[config.mk]
export PLATFORM = sky130hd
export DESIGN_NAME = pirq_summary_ctrl
export DESIGN_NICKNAME = d
export VERILOG_FILES = /design/src/rtl/pirq_pkg.sv /design/src/rtl/pirq_grp_or.sv /design/src/rtl/pirq_blk_timer.sv /design/src/rtl/pirq_line.sv /design/src/rtl/pirq_summary_ctrl.sv
export SDC_FILE = /design/constraint.sdc
export NUM_CORES = 1
export LEC_CHECK = 0
export ABC_AREA = 1
export BUFFER_PORTS_ARGS = -buffer_cell sky130_fd_sc_hd__buf_2
export CAP_MARGIN = 20
export CORE_AREA = 5 5 251 253
export CTS_CLUSTER_DIAMETER = 30
export DETAILED_ROUTE_END_ITERATION = 10
export DIE_AREA = 0 0 256 258
export SLEW_MARGIN = 25
export SYNTH_ARGS = -nofsm -noshare
export SYNTH_HDL_FRONTEND = slang
export SYNTH_HIERARCHICAL = 1
export SYNTH_SLANG_ARGS = --single-unit
[constraint.sdc]
create_clock -name clk_i -period 1.6 [get_ports clk_i]
set_input_delay 0.24 -clock clk_i [delete_from_list [all_inputs] [get_ports clk_i]]
set_output_delay 0.24 -clock clk_i [all_outputs]
set_load 0.01 [all_outputs]
[src/rtl/pirq_pkg.sv]
package pirq_pkg;
  localparam int WORD_W = 32;
  localparam int SUM_W  = 2 * WORD_W;
  localparam int GRP_SZ = 4;
  localparam int LEN_W  = 12;

  typedef struct packed {
    logic             blk_en;
    logic [LEN_W-1:0] blk_len;
  } mstr_cfg_t;
endpackage

[src/rtl/pirq_grp_or.sv]
module pirq_grp_or #(
  parameter int NUM_PINS = 184,
  parameter int GRP_SZ   = 4,
  parameter int OUT_W    = 64
) (
  input  logic [NUM_PINS-1:0] pend_i,
  output logic [OUT_W-1:0]    grp_o
);
  localparam int NUM_GRP = (NUM_PINS + GRP_SZ - 1) / GRP_SZ;
  localparam int PAD_W   = NUM_GRP * GRP_SZ;

  logic [PAD_W-1:0] pend_pad;
  assign pend_pad = PAD_W'(pend_i);

  for (genvar g = 0; g < OUT_W; g++) begin : g_grp
    if (g < NUM_GRP) begin : g_live
      assign grp_o[g] = |pend_pad[g*GRP_SZ +: GRP_SZ];
    end else begin : g_tie
      assign grp_o[g] = 1'b0;
    end
  end
endmodule

[src/rtl/pirq_blk_timer.sv]
module pirq_blk_timer #(
  parameter int LEN_W = 12
) (
  input  logic             clk_i,
  input  logic             rst_ni,
  input  logic             en_i,
  input  logic [LEN_W-1:0] len_i,
  input  logic             dbnc_wr_i,
  input  logic             tick_i,
  output logic             act_o
);
  logic [LEN_W-1:0] cnt_q;

  // strobe reloads before tick decrements
  always_ff @(posedge clk_i or negedge rst_ni) begin
    if (!rst_ni)                        cnt_q <= '0;
    else if (dbnc_wr_i && en_i)         cnt_q <= len_i;
    else if (tick_i && cnt_q != '0)     cnt_q <= cnt_q - 1'b1;
  end

  assign act_o = (cnt_q != '0);
endmodule

[src/rtl/pirq_line.sv]
module pirq_line (
  input  logic clk_i,
  input  logic rst_ni,
  input  logic eoi_i,
  input  logic any_i,
  output logic irq_o
);
  logic irq_q;

  always_ff @(posedge clk_i or negedge rst_ni) begin
    if (!rst_ni)    irq_q <= 1'b0;
    else if (eoi_i) irq_q <= 1'b0;
    else            irq_q <= any_i;
  end

  assign irq_o = irq_q;
endmodule

[src/rtl/pirq_summary_ctrl.sv]
module pirq_summary_ctrl #(
  parameter int NUM_PINS = 184,
  parameter int LEN_W    = pirq_pkg::LEN_W
) (
  input  logic                clk_i,
  input  logic                rst_ni,
  input  logic [NUM_PINS-1:0] pin_pend_i,
  input  logic [NUM_PINS-1:0] pin_ien_i,
  input  logic                dbnc_wr_i,
  input  logic                tick_i,
  input  logic                ctrl_we_i,
  input  logic                ctrl_eoi_i,
  input  logic                ctrl_blk_en_i,
  input  logic [LEN_W-1:0]    ctrl_blk_len_i,
  output logic                blk_en_o,
  output logic [LEN_W-1:0]    blk_len_o,
  output logic [31:0]         sum_lo_o,
  output logic [31:0]         sum_hi_o,
  output logic                irq_o,
  output logic [NUM_PINS-1:0] ien_rd_o
);
  localparam int WORD_W = pirq_pkg::WORD_W;
  localparam int SUM_W  = pirq_pkg::SUM_W;
  localparam int GRP_SZ = pirq_pkg::GRP_SZ;

  logic             cfg_en_q;
  logic [LEN_W-1:0] cfg_len_q;
  logic [SUM_W-1:0] sum_d, sum_q;
  logic             blk_act;
  logic             eoi;

  always_ff @(posedge clk_i or negedge rst_ni) begin
    if (!rst_ni) begin
      cfg_en_q  <= 1'b0;
      cfg_len_q <= '0;
    end else if (ctrl_we_i) begin
      cfg_en_q  <= ctrl_blk_en_i;
      cfg_len_q <= ctrl_blk_len_i;
    end
  end

  assign eoi = ctrl_we_i & ctrl_eoi_i;

  pirq_grp_or #(
    .NUM_PINS (NUM_PINS),
    .GRP_SZ   (GRP_SZ),
    .OUT_W    (SUM_W)
  ) u_grp (
    .pend_i (pin_pend_i),
    .grp_o  (sum_d)
  );

  pirq_blk_timer #(
    .LEN_W (LEN_W)
  ) u_tmr (
    .clk_i     (clk_i),
    .rst_ni    (rst_ni),
    .en_i      (cfg_en_q),
    .len_i     (cfg_len_q),
    .dbnc_wr_i (dbnc_wr_i),
    .tick_i    (tick_i),
    .act_o     (blk_act)
  );

  // freeze status while blocked
  always_ff @(posedge clk_i or negedge rst_ni) begin
    if (!rst_ni)       sum_q <= '0;
    else if (!blk_act) sum_q <= sum_d;
  end

  pirq_line u_line (
    .clk_i  (clk_i),
    .rst_ni (rst_ni),
    .eoi_i  (eoi),
    .any_i  (|sum_q),
    .irq_o  (irq_o)
  );

  assign sum_lo_o  = sum_q[WORD_W-1:0];
  assign sum_hi_o  = sum_q[SUM_W-1:WORD_W];
  assign blk_en_o  = cfg_en_q;
  assign blk_len_o = cfg_len_q;
  assign ien_rd_o  = blk_act ? '0 : pin_ien_i;
endmodule

; Word-level counts from Yosys, hierarchy flattened
; Cells that the tools add are included.
[totals]
reg_bits = 72
input_bits = 387
output_inout_bits = 262
wordCells = 62
[classes]
addsub = 1
muxes = 4
bitwise_logic = 1
n_reduce_logical = 51
[ops]
columns = operator, n
row1 = $mux W184, 1
row2 = $reduce_or A4 Y1, 46
row3 = $reduce_or A46 Y1, 1
row4 = $mux W12, 2
row5 = $reduce_bool A12 Y1, 1
row6 = $sub A12 B1 Y12 const B, 1
row7 = $logic_and A1 B1 Y1, 2
row8 = $reduce_bool A2 Y1, 1
row9 = $and A1 B1 Y1, 1
row10 = $mux W1, 1

; Logic depth before layout (Yosys ltp)
; Gate-level depths: netlist of the first run.
[depth]
ltp_word = 4
depth_mapped = 10
depth_no_buf = 10

; Hierarchy
; The synthesis of the first run kept the hierarchy.
[by_module_without_submodules]
columns = mod, instances, cells_each, area_per_inst_um2, seq_area_each_um2
row1 = pirq_summary_ctrl, 1, 616, 4754.6, 1926.8
row2 = pirq_blk_timer, 1, 148, 953.4, 300.3
row3 = pirq_grp_or, 1, 157, 656.9, 0.0
row4 = pirq_line, 1, 3, 35.0, 25.0

; Worst setup path before layout of the first run
; OpenSTA, ideal clock, no wires.
[synth_path]
path_kind = register to output
start = register u_tmr.cnt_q[0]
end = output ien_rd_o[122]
arrival_ps = 1609
setup_slack_ps = -249
path_stages_with_launch = 11
path_cell_list = dfrtp_1 inv_1 ha_1 nand3_1 nor2_1 nand2_1 buf_6 buf_6 buf_6 buf_4 nor2_1
[synth_between]
elab_chain_cells = 2
[synth_rtl]
columns = item, line
row1 = start: declaration, pirq_blk_timer.sv:12  ; logic [LEN_W-1:0] cnt_q;
row2 = start signal: assignment, pirq_blk_timer.sv:17  ; else if (dbnc_wr_i && en_i) cnt_q <= len_i;
row3 = start signal: assignment, pirq_blk_timer.sv:18  ; else if (tick_i && cnt_q != '0) cnt_q <= cnt_q - 1'b1;
row4 = $reduce_bool A12 Y1, pirq_blk_timer.sv:21  ; assign act_o = (cnt_q != '0);
row5 = net blk_act, pirq_summary_ctrl.sv:29  ; logic blk_act;
row6 = $mux W184, pirq_summary_ctrl.sv:83  ; assign ien_rd_o = blk_act ? '0 : pin_ien_i;
row7 = end: declaration, pirq_summary_ctrl.sv:20  ; output logic [NUM_PINS-1:0] ien_rd_o
; The timed path passes the listed nets, and every way through them passes these cells.

; Worst setup path in the final report of the first run
[layout_path]
start = register u_tmr.cnt_q[1]
end = output ien_rd_o[181]
; Same word-level chain as after synthesis.

==> reports/results.tsv, run 1 <==
metric	value	unit
status	finished, violations left	
violations	negative setup slack	
whs_endpoint	blk_len_o[9]$_DFFE_PN0P_	
reg2reg_from	u_tmr/cnt_q[1]$_DFFE_PN0P_	
num_rows	91	
synth_edf_count	0	
cp_max_fo	45	
wl_met3	2960	µm
io_pins	649	
hpwl	34600	µm
drc_errors	0	
vias_per_cell	3.42	
leakage	6.64	nW
timing.hold.ws	0.108	ns
fin_crit	2.22	ns
hp-class	in -> reg	
fin_crit_sh	1.39	
maxSlewViolCount	0	
cts_tree	done	
core_area	60800	µm²
postRouteAntennaNets	0	
drt_iter0_markers	381	
fillerInstances	6921	
nets	2011	
multiInputGateArea	3500	µm²
worst_slack	-0.617	ns
ys_seq_area_frac	0.352	
clk_pin_slew	0.07	ns
synth_cell_types	24	
clockBufferDepth	2	
syn_area	6400	µm²
worstHoldStart	ctrl_blk_len_i[9]	
numClockSinks	90	
io_buffers	648	
die_area	66000	µm²
numCtsBuffers	9	
arrival	1.98	ns
die_height	258	µm
hold_depth	2	
grt_pass1_wl	54200	µm
hold_viol_final	0	
antenna_found_initial	34	
rsz0062_at_grt	true	
rrSetupSlack	-0.34	ns
track_usage	0.110	
post_drt_wl_per_cell	16.0	µm
r2r_cells	9	
wl	38700	µm
power.density	709	nW/µm²
register_area	2250	µm²
synthesis.instances	924	
yosysTopAreaCell	dfrtp_1	
synthArstFlopShare	1.00	
peakVddDrop	0.487	mV
synthTopCellsByArea	dfrtp_1 35%, nor2_1 19%, inv_1 12%	
crit_type	reg -> out	
skew	0.00988	ns
grt_max_degree	43	
drv_cap	0	
place_congestion	1.01	
r2r_end	sum_q[31]$_DFFE_PN0N_	
gr-total-overflow	0	
grt_pass1_vias	8555	
fin_util	0.197	
first_pass_iters	4	
clock_latency	0.36	ns
drive_gt1_frac	0.573	
finalSetupViolCount	248	
highest_layer	met4	
wl_met1	13000	µm
initial_core_util	0.105	
met2_length	20400	µm
yosysWarnings	6	
worstSetupEndpointType	output pin	
syn_area_per_cell	6.93	µm²
synth-seq-cells	90	
die_w	256	µm
area_growth	87.4	%
cts-root-buf	clkbuf_16	
vias	8302	
startpoint_type	flip-flop	
fmax	451	MHz
required	1.36	ns
synth_flop_cell	dfrtp_1	
synth_top_area_frac	0.352	
cts-htree-levels	3	
worst max-delay path: stages (launching register included):
cell	delay (ns)
dfrtp_1	0.39
inv_2	0.08
ha_4	0.15
nand3_4	0.08
nor2_4	0.12
nand2_4	0.07
buf_12	0.18
buf_4	0.21
nor2_1	0.12
buf_2	0.16
stage by stage:
step                      instance area (µm²)  TNS [ns]  power [mW]  worst slack [ns]  instances
after floorplan                          6900    -24.86        4.61            -0.153        941
after global placement                  11200    -42.03        6.28            -0.278       2392
after detailed placement                11200    -43.55        6.33            -0.281       2392
after CTS                               11800   -114.38        8.66            -0.633       2412
after global routing                    12000   -140.11        9.13            -0.705       2427
final                                   12000   -114.94        8.50            -0.617       2428
cells by family after synthesis:
logic type,count (synthesis),synth area share
compound gates,12,0.0129
fa+ha+maj,2,0.00391
buf+inv,253,0.184
flops,90,0.352
mux,77,0.147
other cells,1,0.000586
simple gates,489,0.300
flip-flops by register name, summed over array words and instances, names as in the netlist:
| register | cells |
|---|---|
| sum_q | 64 |
| blk_en_o | 1 |
| blk_len_o | 12 |
| u_tmr/cnt_q | 12 |
| u_line/irq_o | 1 |
cells in the final DEF (no fill, tap or decap), drive strengths merged, types with 2 or more instances in the layout:
master and instances:
buf 717, nor2 335, inv 203, nand2 126
dfrtp 90, mux2 77, nand3 23, conb 18
clkbuf 13, diode 12, o21ai 10, or2 3
clkinvlp 2, ha 2
cell usage after synthesis (2+ instances only):
library cell	count
nand2_4	2
buf_4	24
nand3_2	3
dfrtp_1	90
o21ai_2	5
nand2_1	123
mux2_2	57
buf_6	17
buf_2	8
ha_1	2
nand3_1	20
inv_1	202
or2_2	3
o21ai_0	5
nor2_1	332
mux2_4	20
nor2_2	3
clkbuf_1	2
routing by layer:
metal / vias to the layer above / GRT usage
met5: - / 0
met4: 0 / 0.0624
met3: 97 / 0.0265
met2: 519 / 0.213
met1: 3632 / 0.107
li1: 4054 / -
worst max-delay path by stage:
stage	slack, ns	cells after the start	startpoint	endpoint
floorplan	-0.15	10	u_tmr/cnt_q[0]$_DFFE_PN0P_	ien_rd_o[132]
global placement	-0.28	9	u_tmr/cnt_q[1]$_DFFE_PN0P_	ien_rd_o[183]
detailed placement	-0.28	9	u_tmr/cnt_q[1]$_DFFE_PN0P_	ien_rd_o[145]
CTS	-0.63	8	u_tmr/cnt_q[3]$_DFFE_PN0P_	ien_rd_o[78]
global route	-0.71	9	u_tmr/cnt_q[1]$_DFFE_PN0P_	ien_rd_o[48]
finish	-0.62	9	u_tmr/cnt_q[1]$_DFFE_PN0P_	ien_rd_o[181]
area by class of cell:
cell class              count  area share
diodes                     12     0.00250
clock buffers              10      0.0199
clock inverters             5     0.00522
inverters                 202      0.0632
multi-input cells         598       0.292
flip-flops and latches     90       0.188
well taps                 790      0.0824
repair buffers            721       0.347
where the power goes:
group          switching (mW)  internal [mW]  leakage, nW
sequential              0.393           2.73        0.939
clock                   0.944           1.25        0.141
combinational            1.59           1.60         5.56
timing repair:
item | in CTS | in global routing
setup endpoints to repair | 246 | 252
hold buffers | 1 | 0
gates cloned | 1 | 3
buffers inserted | 3 | 2
resized for setup | 48 | 22
pin swaps | 17 | 6
endpoints found under the hold margin | 18 | 0
No activity file was read; power rests on OpenSTA's default activity.
==> run 2, diff against run 1 <==
- CORE_AREA: 5 5 251 253 -> 10 10 242 244
- DIE_AREA: 0 0 256 258 -> 0 0 252 254
==> run 2 against run 1 <==
  * The run still ends with negative setup slack left
  * Maximum frequency fell by 0.41%
  * Critical path depth did not move
  * Wire length grew 17%
  * Clock skew about the same
  * Hold slack improved by 0.00071 ns
  * Via count grew 3.0%
  * Sequential cell count did not move
  * Sequential share of layout area is 2.4 points lower
  * Clock-buffer cell count increased by 2
  * Critical path type unchanged
  * Largest cell class unchanged
==> reports/results.tsv, run 2 (same netlist as run 1, synthesis figures left out) <==
metric	value	unit
status	finished, violations left	
violations	negative setup slack	
mostFrequentLayoutCells	535 x buf_2, 199 x inv_1, 178 x nor2_1, 119 x buf_6, 117 x nand2_1	
regMostFlops	sum_q	
die_height	254	µm
vias	8553	
crit_buf_inv	4	
post_drt_wl_per_cell	19.1	µm
peakVddDrop	0.468	mV
critPathMaxStageDelay	0.38	ns
drv_cap	0	
arrival	1.99	ns
drive_gt1_frac	0.626	
fin_util	0.257	
drt_iter0_markers	326	
p_int	6.01	mW
p_sw	3.15	mW
fin_crit_sh	1.39	
nets	2059	
maxSlewViolCount	0	
grt_pass1_vias	8921	
postRouteAntennaNets	0	
track_usage	0.128	
num_rows	85	
cts_tree	done	
hp-class	in -> reg	
startpoint_type	flip-flop	
setup_tns	-126.88	ns
gr-total-overflow	0	
place_ws	-0.355	ns
finalSetupViolCount	248	
reg2reg_from	u_tmr/cnt_q[0]$_DFFE_PN0P_	
core_area	53600	µm²
die_w	252	µm
fin_crit	2.23	ns
rsz0062_at_grt	true	
register_area	2250	µm²
grt_pass1_wl	59800	µm
first_pass_iters	4	
die_area	64000	µm²
worstSetupEndpointType	output pin	
leakage	7.18	nW
cp_max_fo	11	
netSwitchingFraction	0.344	
wl	45300	µm
place_congestion	1.04	
largest_reg_flops	64	
power.density	664	nW/µm²
numCtsBuffers	9	
drc_errors	0	
multiInputGateArea	4110	µm²
grt_max_degree	34	
fillerInstances	5976	
final_common_cell	buf_2	
hold_viol_final	0	
clock_latency	0.36	ns
initial_core_util	0.119	
crit_chain	inv_2 -> ha_4 -> nand3_4 -> nor2_4 -> nand2_8 -> buf_16 -> clkbuf_16 -> nor2_1 -> buf_2	
io_pins	649	
numClockSinks	90	
crit_type	reg -> out	
cts-root-buf	clkbuf_16	
io_buffers	648	
hpwl	38600	µm
critPathSlowestCell	dfrtp_1	
vias_per_cell	3.59	
seq_power_share	0.339	
clockBufferDepth	2	
skew	0.0101	ns
fin_area	13800	µm²
fmax	449	MHz
clk_pin_slew	0.07	ns
crit_start	u_tmr/cnt_q[0]$_DFFE_PN0P_	
antenna_found_initial	29	
worst_slack	-0.626	ns
pwr-share-comb	0.405	
cts-htree-levels	3	
placed_area	11300	µm²
area_growth	115	%
clock_power_share	0.255	
required	1.36	ns
worstHoldStart	ctrl_blk_en_i	
critical_path.top_delay_family	buffers and inverters	
==> run 2: cell types whose count changed in the layout (fill, tap and decap cells not counted), moves of 16 or more <==
cell	before	now
nor2_4	37	110
buf_2	626	535
nor2_2	63	47
buf_4	52	71
buf_6	25	119
nor2_1	235	178
==> run 2: through the flow <==
step	hold WS [ns]	power, mW	std cells
floorplan	-0.0556	4.61	941
global placement	0.182	6.39	2315
detailed placement	0.189	6.43	2315
CTS	0.0791	9.00	2351
global route	0.0843	9.79	2380
finish	0.108	9.16	2380
==> run 2: final cells by class <==
type                       instances  area share
timing repair buffer             767       0.395
tap                              696      0.0632
clock inverter                     4     0.00544
multi-input combinational        600       0.298
clock buffer                      12      0.0179
sequential                        90       0.163
antenna                            9     0.00163
inverter                         202      0.0550
==> run 2: per-layer routing <==
| metal | vias up | wire, µm | GRT usage |
|---|---|---|---|
| met5 | - | 54 | 0 |
| met4 | 8 | 1540 | 0.0608 |
| met3 | 71 | 4080 | 0.0447 |
| met2 | 467 | 24600 | 0.240 |
| met1 | 3857 | 15000 | 0.122 |
| li1 | 4150 | - | - |
==> run 2: what timing repair did <==
action,CTS,global route
hold buffers,1,0
gates resized for setup,162,209
pin swaps,32,67
cloned,4,11
setup endpoints to repair,248,260
buffers inserted,15,10
endpoints found under the hold margin,17,0
==> run 2: worst paths after layout <==
kind	cells past startpoint	endpoint	slack, ns
setup / recovery	9	ien_rd_o[110]	-0.63
hold / removal	2	blk_en_o$_DFFE_PN0P_	0.11
setup reg to reg	11	sum_q[6]$_DFFE_PN0N_	-0.53
hold reg to reg	1	sum_q[13]$_DFFE_PN0N_	0.53
max in group asynchronous	3	sum_q[59]$_DFFE_PN0N_	0.72
min in group asynchronous	2	u_tmr/cnt_q[3]$_DFFE_PN0P_	0.34
==> run 2: worst reg2reg max path: cells and delay by family, from the launching register on <==
family                     cells  cell delay, ns
adders and majority gates      1            0.15
buffers and inverters          6            0.83
DFF                            1            0.38
muxes                          1            0.26
and+or+nand+nor                3            0.38
==> run 2: power groups by stage <==
stage / Clock (mW) / Sequential (mW) / Combinational (mW)
global route: 2.53 / 3.18 / 4.08
detailed placement: 0 / 3.14 / 3.28
finish: 2.34 / 3.11 / 3.71
floorplan: 0 / 3.25 / 1.35
CTS: 2.43 / 3.11 / 3.46
global placement: 0 / 3.13 / 3.26
==> run 3, diff against run 2 <==
- CELL_PAD_IN_SITES_DETAIL_PLACEMENT: not set -> 2
- CELL_PAD_IN_SITES_GLOBAL_PLACEMENT: not set -> 2
- CORE_AREA: 10 10 242 244 -> 10 10 244 246
- CTS_BUF_LIST: not set -> sky130_fd_sc_hd__clkbuf_8 sky130_fd_sc_hd__clkbuf_16
- DIE_AREA: 0 0 252 254 -> 0 0 254 256
- PLACE_DENSITY_LB_ADDON: not set -> 0.1
==> run 3 against run 2 <==
  * The flow still finishes with violations (negative setup slack)
  * Via count decreased by 1.0%
  * Sequential cell count unchanged
  * Final cell count decreased by 1.2%
  * Hold slack worse by 0.013 ns
  * Clock skew about the same
  * First-iteration DRC count shrank 19%
  * Non-clock buffer count down 48
  * Global-route usage up 1.5 points
  * Largest power group unchanged
==> reports/results.tsv, run 3 (same netlist as run 1, synthesis figures left out) <==
metric	value	unit
status	finished, violations left	
violations	negative setup slack	
fin_crit_sh	1.36	
nets	2009	
power.density	721	nW/µm²
hold_viol_final	0	
final_common_cell	buf_2	
fmax	461	MHz
post_drt_wl_per_cell	20.9	µm
initial_core_util	0.117	
num_rows	86	
largest_reg_flops	64	
leakage	6.73	nW
fin_area	12600	µm²
place_congestion	0.850	
vias	8467	
mostFrequentLayoutCells	551 x buf_2, 203 x nor2_1, 199 x inv_1, 121 x nand2_1, 90 x dfrtp_1	
die_w	254	µm
worst_slack	-0.569	ns
fillerInstances	6540	
worstSetupEndpointType	output pin	
timing.hold.ws	0.0958	ns
antenna_found_initial	36	
die_area	65000	µm²
postRouteAntennaNets	0	
rrSetupSlack	-0.37	ns
clockBufferDepth	2	
cts_tree	done	
core_area	54700	µm²
drive_gt1_frac	0.593	
dp.cells	2296	
place_ws	-0.382	ns
maxSlewViolCount	0	
regMostFlops	sum_q	
fin_crit	2.17	ns
area_growth	96.1	%
die_height	256	µm
io_buffers	648	
drt_iter0_markers	264	
total_power	9.05	mW
peakVddDrop	0.466	mV
numCtsBuffers	9	
first_pass_iters	4	
grt_pass1_wl	67300	µm
required	1.36	ns
drc_errors	0	
clk_pin_slew	0.07	ns
skew	0.00978	ns
fin_cells	2351	
hp-class	in -> reg	
placed_area	11100	µm²
wl	49000	µm
startpoint_type	flip-flop	
finalSetupViolCount	251	
track_usage	0.143	
hpwl	43200	µm
vias_per_cell	3.60	
cp_max_fo	22	
rsz0062_at_grt	true	
arrival	1.93	ns
drv_cap	0	
clock_latency	0.37	ns
gr-total-overflow	0	
grt_pass1_vias	9403	
cts-root-buf	clkbuf_16	
cts-htree-levels	3	
crit_type	reg -> out	
grt_max_degree	45	
numClockSinks	90	
io_pins	649	
run 3: final timing paths:
check                                      startpoint                  endpoint  cells after the start
max in group asynchronous                      rst_ni      sum_q[0]$_DFFE_PN0N_                      3
min                                 ctrl_blk_len_i[1]  blk_len_o[1]$_DFFE_PN0P_                      2
min in group asynchronous                      rst_ni     sum_q[12]$_DFFE_PN0N_                      2
min reg2reg                     sum_q[26]$_DFFE_PN0N_     sum_q[26]$_DFFE_PN0N_                      1
max reg2reg                u_tmr/cnt_q[1]$_DFFE_PN0P_     sum_q[47]$_DFFE_PN0N_                     10
max                        u_tmr/cnt_q[1]$_DFFE_PN0P_             ien_rd_o[114]                      9
run 3: where the power goes:
part	switching (mW)	internal [mW]	leakage (nW)	total, mW
combinational	1.79	1.73	5.62	3.51
sequential	0.359	2.73	0.939	3.09
clock	0.996	1.45	0.167	2.45
run 3: what timing repair did:
item	in CTS	in global routing
buffers inserted	5	4
pin swaps	23	18
hold buffers	1	0
hold endpoints to repair	21	0
cloned	3	4
setup endpoints to repair	251	259
resized for setup	128	101
run 3: area by class of cell:
cell class,instances,area (µm²),area share
Clock inverter,5,77.6,0.00618
Inverter,202,758,0.0604
Tap cell,704,881,0.0702
Multi-Input combinational cell,598,3710,0.296
Sequential cell,90,2250,0.179
Timing Repair Buffer,719,4560,0.364
Clock buffer,11,253,0.0201
Antenna cell,22,55.1,0.00439
run 3: metrics by stage:
stage	TNS, ns	utilization
3_3_place_gp	-70.19	0.203
6_report	-111.53	0.230
2_1_floorplan	-24.86	-
4_1_cts	-123.92	0.220
5_1_grt	-139.40	0.229
3_5_place_dp	-68.62	0.203
run 3: worst max-delay path, stage by stage (launching register included):
cell     delay [ns]
dfrtp_1        0.39
inv_2          0.09
ha_4           0.15
nand3_4        0.08
nor2_4         0.11
nand2_4        0.08
buf_12         0.18
buf_12         0.18
nor2_1         0.12
buf_2          0.15
run 3: routing by layer:
layer  global-route usage  wire [µm]
met4               0.0484       1510
met5                    0         80
met1                0.134      16800
met2                0.269      25700
met3               0.0640       4990
